`src/rtl/lpw_pkg.sv`:
```
package lpw_pkg;

    typedef enum logic [2:0] {
        LS_ACTIVE  = 3'd0,
        LS_DRAIN   = 3'd1,
        LS_DOWN    = 3'd2,
        LS_SYNC_HI = 3'd3,
        LS_WAKE    = 3'd4,
        LS_START   = 3'd5
    } link_state_e;

    localparam logic [1:0] PEN_MODE_OFF = 2'b11;

    typedef struct packed {
        logic clk_on;
        logic link_on;
        logic sdi_hi;
    } link_drive_t;

    function automatic link_drive_t drive_of(link_state_e s);
        link_drive_t d;
        d.clk_on  = (s == LS_ACTIVE) || (s == LS_DRAIN) || (s == LS_START);
        d.link_on = (s == LS_ACTIVE);
        d.sdi_hi  = (s == LS_WAKE);
        return d;
    endfunction

    function automatic logic pen_enabled(logic [1:0] mode);
        return mode != PEN_MODE_OFF;
    endfunction

endpackage

```
`src/rtl/lpw_sync.sv`:
```
module lpw_sync #(
    parameter int W      = 1,
    parameter int STAGES = 2
) (
    input  logic         clk,
    input  logic         rst,
    input  logic [W-1:0] d,
    output logic [W-1:0] q
);
    logic [W-1:0] chain [STAGES];

    always_ff @(posedge clk) begin
        if (rst) chain[0] <= '0;
        else     chain[0] <= d;
    end

    for (genvar i = 1; i < STAGES; i++) begin : g_stage
        always_ff @(posedge clk) begin
            if (rst) chain[i] <= '0;
            else     chain[i] <= chain[i-1];
        end
    end

    assign q = chain[STAGES-1];
endmodule

```
`src/rtl/lpw_pdreg.sv`:
```
module lpw_pdreg #(
    parameter int NSUB = 4
) (
    input  logic            clk,
    input  logic            rst,
    input  logic            wr,
    input  logic [NSUB-1:0] wsub,
    input  logic            wlink,
    input  logic            link_up,
    output logic [NSUB-1:0] sub_q,
    output logic            link_off_req
);
    // Two-step rule: the stored bits must already be all set, and this write must keep them set.
    assign link_off_req = wr && wlink && link_up && (&sub_q) && (&wsub);

    always_ff @(posedge clk) begin
        if (rst)     sub_q <= '0;
        else if (wr) sub_q <= wsub;
    end
endmodule

```
`src/rtl/lpw_pulse_qual.sv`:
```
module lpw_pulse_qual #(
    parameter int CW = 8
) (
    input  logic          clk,
    input  logic          rst,
    input  logic          start,
    input  logic          hold,
    input  logic [CW-1:0] min_width,
    output logic          wide_enough
);
    localparam logic [CW-1:0] CNT_MAX = {CW{1'b1}};

    logic [CW-1:0] cnt;

    always_ff @(posedge clk) begin
        if (rst)                          cnt <= '0;
        else if (start)                   cnt <= CW'(1);
        else if (hold && cnt != CNT_MAX)  cnt <= cnt + CW'(1);
    end

    assign wide_enough = (cnt >= min_width);
endmodule

```
`src/rtl/aclink_lpwr_ctrl.sv`:
```
module aclink_lpwr_ctrl
    import lpw_pkg::*;
#(
    parameter int NSUB        = 4,
    parameter int CW          = 8,
    parameter int SYNC_STAGES = 2
) (
    input  logic            clk,
    input  logic            rst,
    input  logic            pd_wr,
    input  logic [NSUB-1:0] pd_sub_wdata,
    input  logic            pd_link_wdata,
    input  logic [CW-1:0]   min_pulse,
    input  logic            sync_in,
    input  logic            pen_down,
    input  logic [1:0]      pen_mode,
    output logic            bitclk_en,
    output logic            link_active,
    output logic            sdi_wake,
    output logic            wake_req,
    output logic            pen_flag,
    output logic [NSUB-1:0] pd_sub_state
);
    localparam int NSYNC = 2;

    link_state_e state_q, state_d;
    logic        from_wake_q, from_wake_d;
    logic        sync_s, pen_s;
    logic        link_off_req;
    logic        wide_enough;
    logic        qual_start;
    link_drive_t drv;

    lpw_sync #(.W(NSYNC), .STAGES(SYNC_STAGES)) u_sync (
        .clk (clk),
        .rst (rst),
        .d   ({sync_in, pen_down}),
        .q   ({sync_s, pen_s})
    );

    lpw_pdreg #(.NSUB(NSUB)) u_pdreg (
        .clk          (clk),
        .rst          (rst),
        .wr           (pd_wr),
        .wsub         (pd_sub_wdata),
        .wlink        (pd_link_wdata),
        .link_up      (state_q == LS_ACTIVE),
        .sub_q        (pd_sub_state),
        .link_off_req (link_off_req)
    );

    assign qual_start = ((state_q == LS_DOWN) || (state_q == LS_WAKE)) && sync_s;

    lpw_pulse_qual #(.CW(CW)) u_qual (
        .clk         (clk),
        .rst         (rst),
        .start       (qual_start),
        .hold        ((state_q == LS_SYNC_HI) && sync_s),
        .min_width   (min_pulse),
        .wide_enough (wide_enough)
    );

    assign pen_flag = pen_s && pen_enabled(pen_mode);

    always_comb begin
        state_d     = state_q;
        from_wake_d = from_wake_q;
        unique case (state_q)
            LS_ACTIVE:  if (link_off_req) state_d = LS_DRAIN;
            LS_DRAIN:   state_d = LS_DOWN;
            LS_DOWN: begin
                if (sync_s) begin
                    state_d     = LS_SYNC_HI;
                    from_wake_d = 1'b0;
                end else if (pen_flag) begin
                    state_d = LS_WAKE;
                end
            end
            LS_WAKE: begin
                if (sync_s) begin
                    state_d     = LS_SYNC_HI;
                    from_wake_d = 1'b1;
                end
            end
            LS_SYNC_HI: begin
                if (!sync_s) begin
                    if (wide_enough)      state_d = LS_START;
                    else if (from_wake_q) state_d = LS_WAKE;
                    else                  state_d = LS_DOWN;
                end
            end
            LS_START:   state_d = LS_ACTIVE;
            default:    state_d = LS_ACTIVE;
        endcase
    end

    always_ff @(posedge clk) begin
        if (rst) begin
            state_q     <= LS_ACTIVE;
            from_wake_q <= 1'b0;
            wake_req    <= 1'b0;
        end else begin
            state_q     <= state_d;
            from_wake_q <= from_wake_d;
            wake_req    <= (state_q == LS_DOWN) && (state_d == LS_WAKE);
        end
    end

    assign drv         = drive_of(state_q);
    assign bitclk_en   = drv.clk_on;
    assign link_active = drv.link_on;
    assign sdi_wake    = drv.sdi_hi;
endmodule

```
`config.mk`:
```
export PLATFORM = sky130hd
export DESIGN_NAME = aclink_lpwr_ctrl
export DESIGN_NICKNAME = d
export VERILOG_FILES = /design/src/rtl/lpw_pkg.sv /design/src/rtl/lpw_sync.sv /design/src/rtl/lpw_pdreg.sv /design/src/rtl/lpw_pulse_qual.sv /design/src/rtl/aclink_lpwr_ctrl.sv
export SDC_FILE = /design/constraint.sdc
export NUM_CORES = 1
export LEC_CHECK = 0
export ABC_AREA = 1
export BUFFER_PORTS_ARGS = -buffer_cell sky130_fd_sc_hd__buf_4
export CAP_MARGIN = 20
export CORE_MARGIN = 8
export CORE_UTILIZATION = 52
export DETAILED_ROUTE_END_ITERATION = 6
export PLACE_DENSITY = 0.88
export SETUP_SLACK_MARGIN = 0.15
export SLEW_MARGIN = 10
export SYNTH_ARGS = -nofsm -noshare
export SYNTH_HDL_FRONTEND = slang
export SYNTH_SLANG_ARGS = --single-unit
```
`constraint.sdc`:
```
create_clock -name clk -period 1.7 [get_ports clk]
set_input_delay 0.34 -clock clk [delete_from_list [all_inputs] [get_ports clk]]
set_output_delay 0.34 -clock clk [all_outputs]
set_load 0.02 [all_outputs]
```
; Yosys cells after proc, flatten, opt, wreduce, memory -nomap -nowiden
; Memory sizes are Yosys's and may differ from the RTL's.
; Cells that the tools add are included.
[word_totals]
wordCells = 58
input_bits = 20
n_memories = 1
regBits = 17
ramBits = 4
output_inout_bits = 9
[mem_list]
columns = name, depth, width, read_ports, rd_ports_with_merged_regs, write_ports, line_no
row1 = u_sync.chain, 2, 2, 2, 0, 2, lpw_sync.sv:10  ; logic [W-1:0] chain [STAGES];
[classes]
n_mux = 18
n_reduce_logical = 19
n_bitwise = 2
n_addsub = 1
magnitude_cmp = 1
n_eq_ne = 10
[ops]
columns = op, n
row1 = two-way mux 3 bit, 7
row2 = case mux 3 bit (5 select lines), 1
row3 = equality test 3 bit (second input constant), 3
row4 = logical AND 1 bit, 9
row5 = adder 8 x 1 -> 8 bit (second input constant), 1
row6 = >= comparator 8 bit, 1
row7 = != test 8 bit (second input constant), 1
row8 = AND reduction 4 bit, 2
row9 = two-way mux 1 bit, 7
row10 = equality test 3 x 2 -> 1 bit (second input constant), 2
row11 = two-way mux 2 bit, 2
row12 = != test 2 x 1 -> 1 bit (second input constant), 2
row13 = nonzero test 2 bit, 2
row14 = equality test 3 x 1 -> 1 bit (second input constant), 1
row15 = logical NOT 3 bit, 1
row16 = logical OR 1 bit, 3
row17 = AND reduction 3 bit, 1
row18 = != test 2 bit (second input constant), 1
row19 = bitwise OR 1 bit, 2
row20 = case mux 1 bit (2 select lines), 1
row21 = OR reduction 2 bit, 1

; Longest topological paths before layout
[depth]
word_depth = 8
mapped_depth = 11
depth_no_buf = 11

; Hierarchy
; A second synthesis with hierarchy kept.
[unflattened]
hier_cells = 190
hier_area_um2 = 1238.7
[modules_own_cells]
columns = mod, area_per_inst_um2, seq_area_each_um2, n_inst, cells_per_inst
row1 = lpw_pulse_qual, 655.6, 160.2, 1, 99
row2 = aclink_lpwr_ctrl, 304.0, 100.1, 1, 54
row3 = lpw_pdreg, 168.9, 80.1, 1, 25
row4 = lpw_sync, 110.1, 80.1, 1, 12

; Least setup slack after synthesis
; OpenSTA, ideal clock, no wires.
[synth_timing]
path_kind = input-to-reg
start = in pen_mode[0]
end = reg state_q[1]
path_buffers = 0
required_time_ns = 1.568
arrival_time_ns = 1.305
setup_ns = 0.132
stages = 4
path_slack_ns = 0.262
path_cell_list = a21boi_0 -> o21ai_0 -> nor2_1 -> a21oi_1
[synth_via]
elab_chain_cells = 5
[synth_rtl]
columns = element, line_no
row1 = "start, declared", aclink_lpwr_ctrl.sv:16  ; input logic [1:0] pen_mode,
row2 = != test 2 bit, lpw_pkg.sv:29  ; return mode != PEN_MODE_OFF;
row3 = logical AND 1 bit, aclink_lpwr_ctrl.sv:63  ; assign pen_flag = pen_s && pen_enabled(pen_mode);
row4 = two-way mux 3 bit, aclink_lpwr_ctrl.sv:75  ; end else if (pen_flag) begin
row5 = two-way mux 3 bit, aclink_lpwr_ctrl.sv:72  ; if (sync_s) begin
row6 = case mux 3 bit (5 select lines), aclink_lpwr_ctrl.sv:68  ; unique case (state_q)
row7 = "end signal, assigned", aclink_lpwr_ctrl.sv:103  ; state_q <= state_d;
row8 = "end, declared", aclink_lpwr_ctrl.sv:26  ; link_state_e state_q, state_d;
; Every way passes these cells.
; A chain may end at the register's enable or synchronous reset.

; Worst setup path after layout
[layout_timing]
start = reg state_q[0]
end = out sdi_wake
[layout_via]
elab_chain_cells = 1
[layout_rtl]
columns = element, line_no
row1 = equality test 3 bit, lpw_pkg.sv:24  ; d.sdi_hi = (s == LS_WAKE);
row2 = "end, declared", aclink_lpwr_ctrl.sv:19  ; output logic sdi_wake,
; Every way passes these cells.

==> results.txt <==
----------------------------------------------------
[STA]
  Post-route setup slack ... 0.209 ns
  Final Hold Viols ... 0
  Setup clock skew after layout ... 0.00211 ns
  Worst hold slack across all endpoints ... 0.220 ns
  Clock period minus worst slack ... 1.49 ns
  Total negative setup slack ... 0 ns
  Fraction of the cycle the final worst path needs ... 87.7%
  Relative max-transition margin ... 81.7%
  RSZ-0062 raised after global routing ... true
  Achievable Freq ... 671 MHz
  Worst-Margin Slew ... 0.274 ns
  Pins Over Slew Limit ... 0
  Final-report setup violation count ... 0

[Yosys]
  Post-synth top area share ... 34.1%
  Number of flops mapped to enable cells by yosys ... 0
  Compound-Gate Fraction of Synth Area ... 12.3%
  Number of warnings printed during yosys synthesis ... 0
  Post-Synth Simple-Gate Area ... 31.3%
  Largest family of logic cells by synthesized area ... simple AND/OR/NAND/NOR gates
  Number of instances in the synthesized netlist ... 172
  Dominant register cell in the synthesized netlist ... sky130_fd_sc_hd__dfxtp_1
  Synthesized-area fraction occupied by xor and xnor cells ... 3.55%
  Share of flip-flops with an asynchronous set or reset after synthesis ... 0%
  Synth Net Count ... 201
  Fraction of synthesized area in multiplexers ... 0%
  Distinct cell type count after synthesis ... 26
  Proportion of synthesized chip area in sequential cells ... 34.1%
  Fraction of the mapped netlist area in adder cells ... 9.14%
  Leading cell types by total area after synthesis ... sky130_fd_sc_hd__dfxtp_1 34%, sky130_fd_sc_hd__nand2_1 11%, sky130_fd_sc_hd__ha_1 9.1%, sky130_fd_sc_hd__inv_1 7.6%, sky130_fd_sc_hd__a21oi_1 6.1%
  Post-Synthesis Mean Instance Area ... 7.17 sq um
  Flip-flop and latch count after synthesis ... 21
  Cell area after synthesis ... 0.00123 sq mm
  Area leader, netlist ... sky130_fd_sc_hd__dfxtp_1

[Setup path]
  Cells traversed along the worst timing path ... inv_1 > nand3_2 > inv_4 > buf_4
  Capture point of the worst reg-to-reg path ... state_q[1]$_SDFF_PP0_
  Count of cells along the worst register-to-register path ... 6
  Max incr delay on CP ... 0.37 ns
  Arrival time at the worst endpoint ... 1.15 ns
  Crit-path leading delay family ... flip-flops
  Endpoint class of the critical path ... primary output
  Worst R2R Setup Slack ... 0.23 ns
  Worst Path Required ... 1.36 ns
  Highest-delay cell along the critical path ... sky130_fd_sc_hd__dfxtp_2
  Crit Path Class ... flop to primary output
  Largest driver fanout on the critical path ... 5
  Worst path bufs/invs ... 3
  Launching element type of the critical path ... flop
  Beginning of the worst register-to-register path ... u_qual.cnt[5]$_SDFFE_PP0P_

[Place]
  Detail Placement HPWL ... 2230 um
  Placed Cells ... 227
  Placer's final routability congestion estimate ... 0.809
  Pre-CTS worst setup slack ... 0.210 ns
  Count of buffers inserted at the top-level ports ... 28
  Placed cell areas ... 0.00147 sq mm

[Power and ir drop]
  Switching portion of total power ... 25.7%
  Total power draw ... 867 uW
  Switching power total ... 223 uW
  Internal portion of total power ... 644 uW
  Largest voltage drop on the vdd net ... 0.000709 V
  Share of power burned in combinational logic ... 11.8%
  Clk network pwr share ... 29.5%
  Leak ... 0.706 nW
  Power density normalized to cell area ... 570 mW/mm^2
  Seq pwr share ... 58.8%

[Clock tree]
  H-Tree Level Count ... 1
  CTS clk-pin slew, worst paths ... 0.12 ns
  Number of buffers on the longest clock path ... 2
  Root Buffer ... sky130_fd_sc_hd__clkbuf_4
  CTS tree ... yes
  Sinks on Clock Net ... 21
  Post-CTS Hold Fix Bufs ... 0
  Number of buffers inserted during clock tree synthesis ... 3
  Clock latency on the worst-skew pair ... 0.31 ns

[Route]
  Detailed-route wire length ... 2710 um
  Antenna violation net count after detailed routing ... 0
  Routed len/inst ... 11.7 um
  Iteration-0 DRC count of the detailed router ... 40
  Router iterations before antenna repair ... 4
  Detailed-route DRC error count ... 0
  Vias after detailed routing ... 1163
  Post-DR vias/cell ... 5.03

[Cells and area]
  Total area of multi-input combinational cells ... 701 sq um
  Area of all sequential standard cells ... 427 sq um
  Final-layout fill cell count ... 189
  Layout Area Growth over Synthesis ... 23.4%
  Layout cells sized above 1 ... 28.1%
  Commonest cells after routing, fill and taps aside ... 37 x sky130_fd_sc_hd__nand2_1, 28 x sky130_fd_sc_hd__buf_4, 25 x sky130_fd_sc_hd__inv_1
  Count of placed standard cells in the final layout, fillers left out ... 231
  Number of inserted diodes ... 0
  Final Net Count ... 233
  Most common cell after layout, fill and taps aside ... sky130_fd_sc_hd__nand2_1
  Final core occ ... 68.1%
  Summed area of non-filler cells in the final layout ... 0.00152 sq mm

[Die]
  Std cell rows ... 17
  Initial cell density of the core ... 55.2%
  Die footprint ... 0.00418 sq mm
  Core area ... 0.00223 sq mm
  Width of the die ... 64.7 um
  Die Y-Extent ... 64.7 um
  IO Pins ... 29

[Global route]
  Antenna violations before repair ... 0
  Overall Global Routing Usage ... 13.5%
  Number of global-route vias before repair ... 1149
  First-pass GRT wire length ... 4710 um
  Total overflow reported by the global router ... 0
  Maximum number of pins on one net before global-route repair ... 14

[Hold path]
  Hold wc startpoint ... sync_in
  Min-Delay Path Class ... primary input to flop
  Hold-critical path depth ... 3
  End of the worst hold path ... u_sync.chain[0][1]$_SDFF_PP0_

[Status]
  Outcome ... complete, no violations

[Run]
  Max-capacitance violation count ... 0

----------------------------------------------------
==> routing by layer <==
metal  up-vias  track usage [%]  part of all wire [%]
li1        605                -                     -
met1       524             14.5                    40
met4         0             2.45                  0.59
met2        30             25.0                    52
met5         -                0                     0
met3         4             4.64                   6.6
==> worst max path at each step <==
stage / from / end / depth (start not counted)
floorplan: pen_mode[0] / state_q[1]$_SDFF_PP0_ / 4
global placement: min_pulse[5] / state_q[1]$_SDFF_PP0_ / 8
detailed placement: min_pulse[5] / state_q[1]$_SDFF_PP0_ / 8
CTS: state_q[0]$_SDFF_PP0_ / sdi_wake / 4
global route: u_qual.cnt[1]$_SDFFE_PP0P_ / u_qual.cnt[2]$_SDFFE_PP0P_ / 8
finish: state_q[0]$_SDFF_PP0_ / sdi_wake / 4
==> state kept, by name, summed over array words and instances, names as in the netlist <==
signal	flops
from_wake_q	1
u_pdreg.sub_q	4
wake_req	1
u_sync.chain	4
u_qual.cnt	8
state_q	3
==> worst register-to-register path: cells and delay by family (launching register included) <==
| family | cells | cell delay [ns] |
|---|---|---|
| AOI/OAI and AO/OA | 2 | 0.30 |
| adders and majority gates | 1 | 0.28 |
| DFF | 1 | 0.45 |
| and+or+nand+nor | 3 | 0.38 |
==> Yosys cell counts, types with 2 or more instances <==
cell and number:
sky130_fd_sc_hd__nand2_1 37, sky130_fd_sc_hd__inv_1 25, sky130_fd_sc_hd__dfxtp_1 21, sky130_fd_sc_hd__nor2_1 20, sky130_fd_sc_hd__a21oi_1 15, sky130_fd_sc_hd__ha_1 9
sky130_fd_sc_hd__o21ai_0 6, sky130_fd_sc_hd__nand3_1 5, sky130_fd_sc_hd__nor3_1 5, sky130_fd_sc_hd__inv_2 4, sky130_fd_sc_hd__nand3_2 3, sky130_fd_sc_hd__xor2_1 3
sky130_fd_sc_hd__nand2_2 2, sky130_fd_sc_hd__nand2_4 2, sky130_fd_sc_hd__nand4_1 2, sky130_fd_sc_hd__nor2_4 2, sky130_fd_sc_hd__xnor2_1 2
==> power by group through the flow <==
stage / Clock [mW] / Combinational [mW] / Sequential, mW
after CTS: 0.262 / 0.103 / 0.510
final: 0.255 / 0.102 / 0.509
after global placement: 0 / 0.0984 / 0.520
after detailed placement: 0 / 0.103 / 0.520
after global routing: 0.279 / 0.113 / 0.511
after floorplan: 0 / 0.0401 / 0.527
==> kinds of logic (layout without fill, tap and decap cells) <==
kind of cell | Yosys count | after routing
XOR/XNOR | 5 | 5
adder cells (fa/ha/maj) | 9 | 9
AND/OR/NAND/NOR | 80 | 80
AO/OA/AOI/OAI | 26 | 26
flip-flops | 21 | 21
buffers and inverters | 31 | 62
==> timing repair <==
action                                  4_1_cts  5_1_grt
endpoints found under the setup margin        1        8
gates resized for setup                       1        8
gates cloned                                  0        0
setup buffers                                 0        0
==> final cells by class <==
class                           count  share of cell area [%]
Timing Repair Buffer               28                    13.8
Clock buffer                        3                    1.48
Tap cell                           28                    2.30
Clock inverter                      1                   0.494
Multi-Input combinational cell    120                    46.1
Sequential cell                    21                    28.1
Inverter                           30                    7.74
Note: power is estimated with default switching activity, not from simulation.
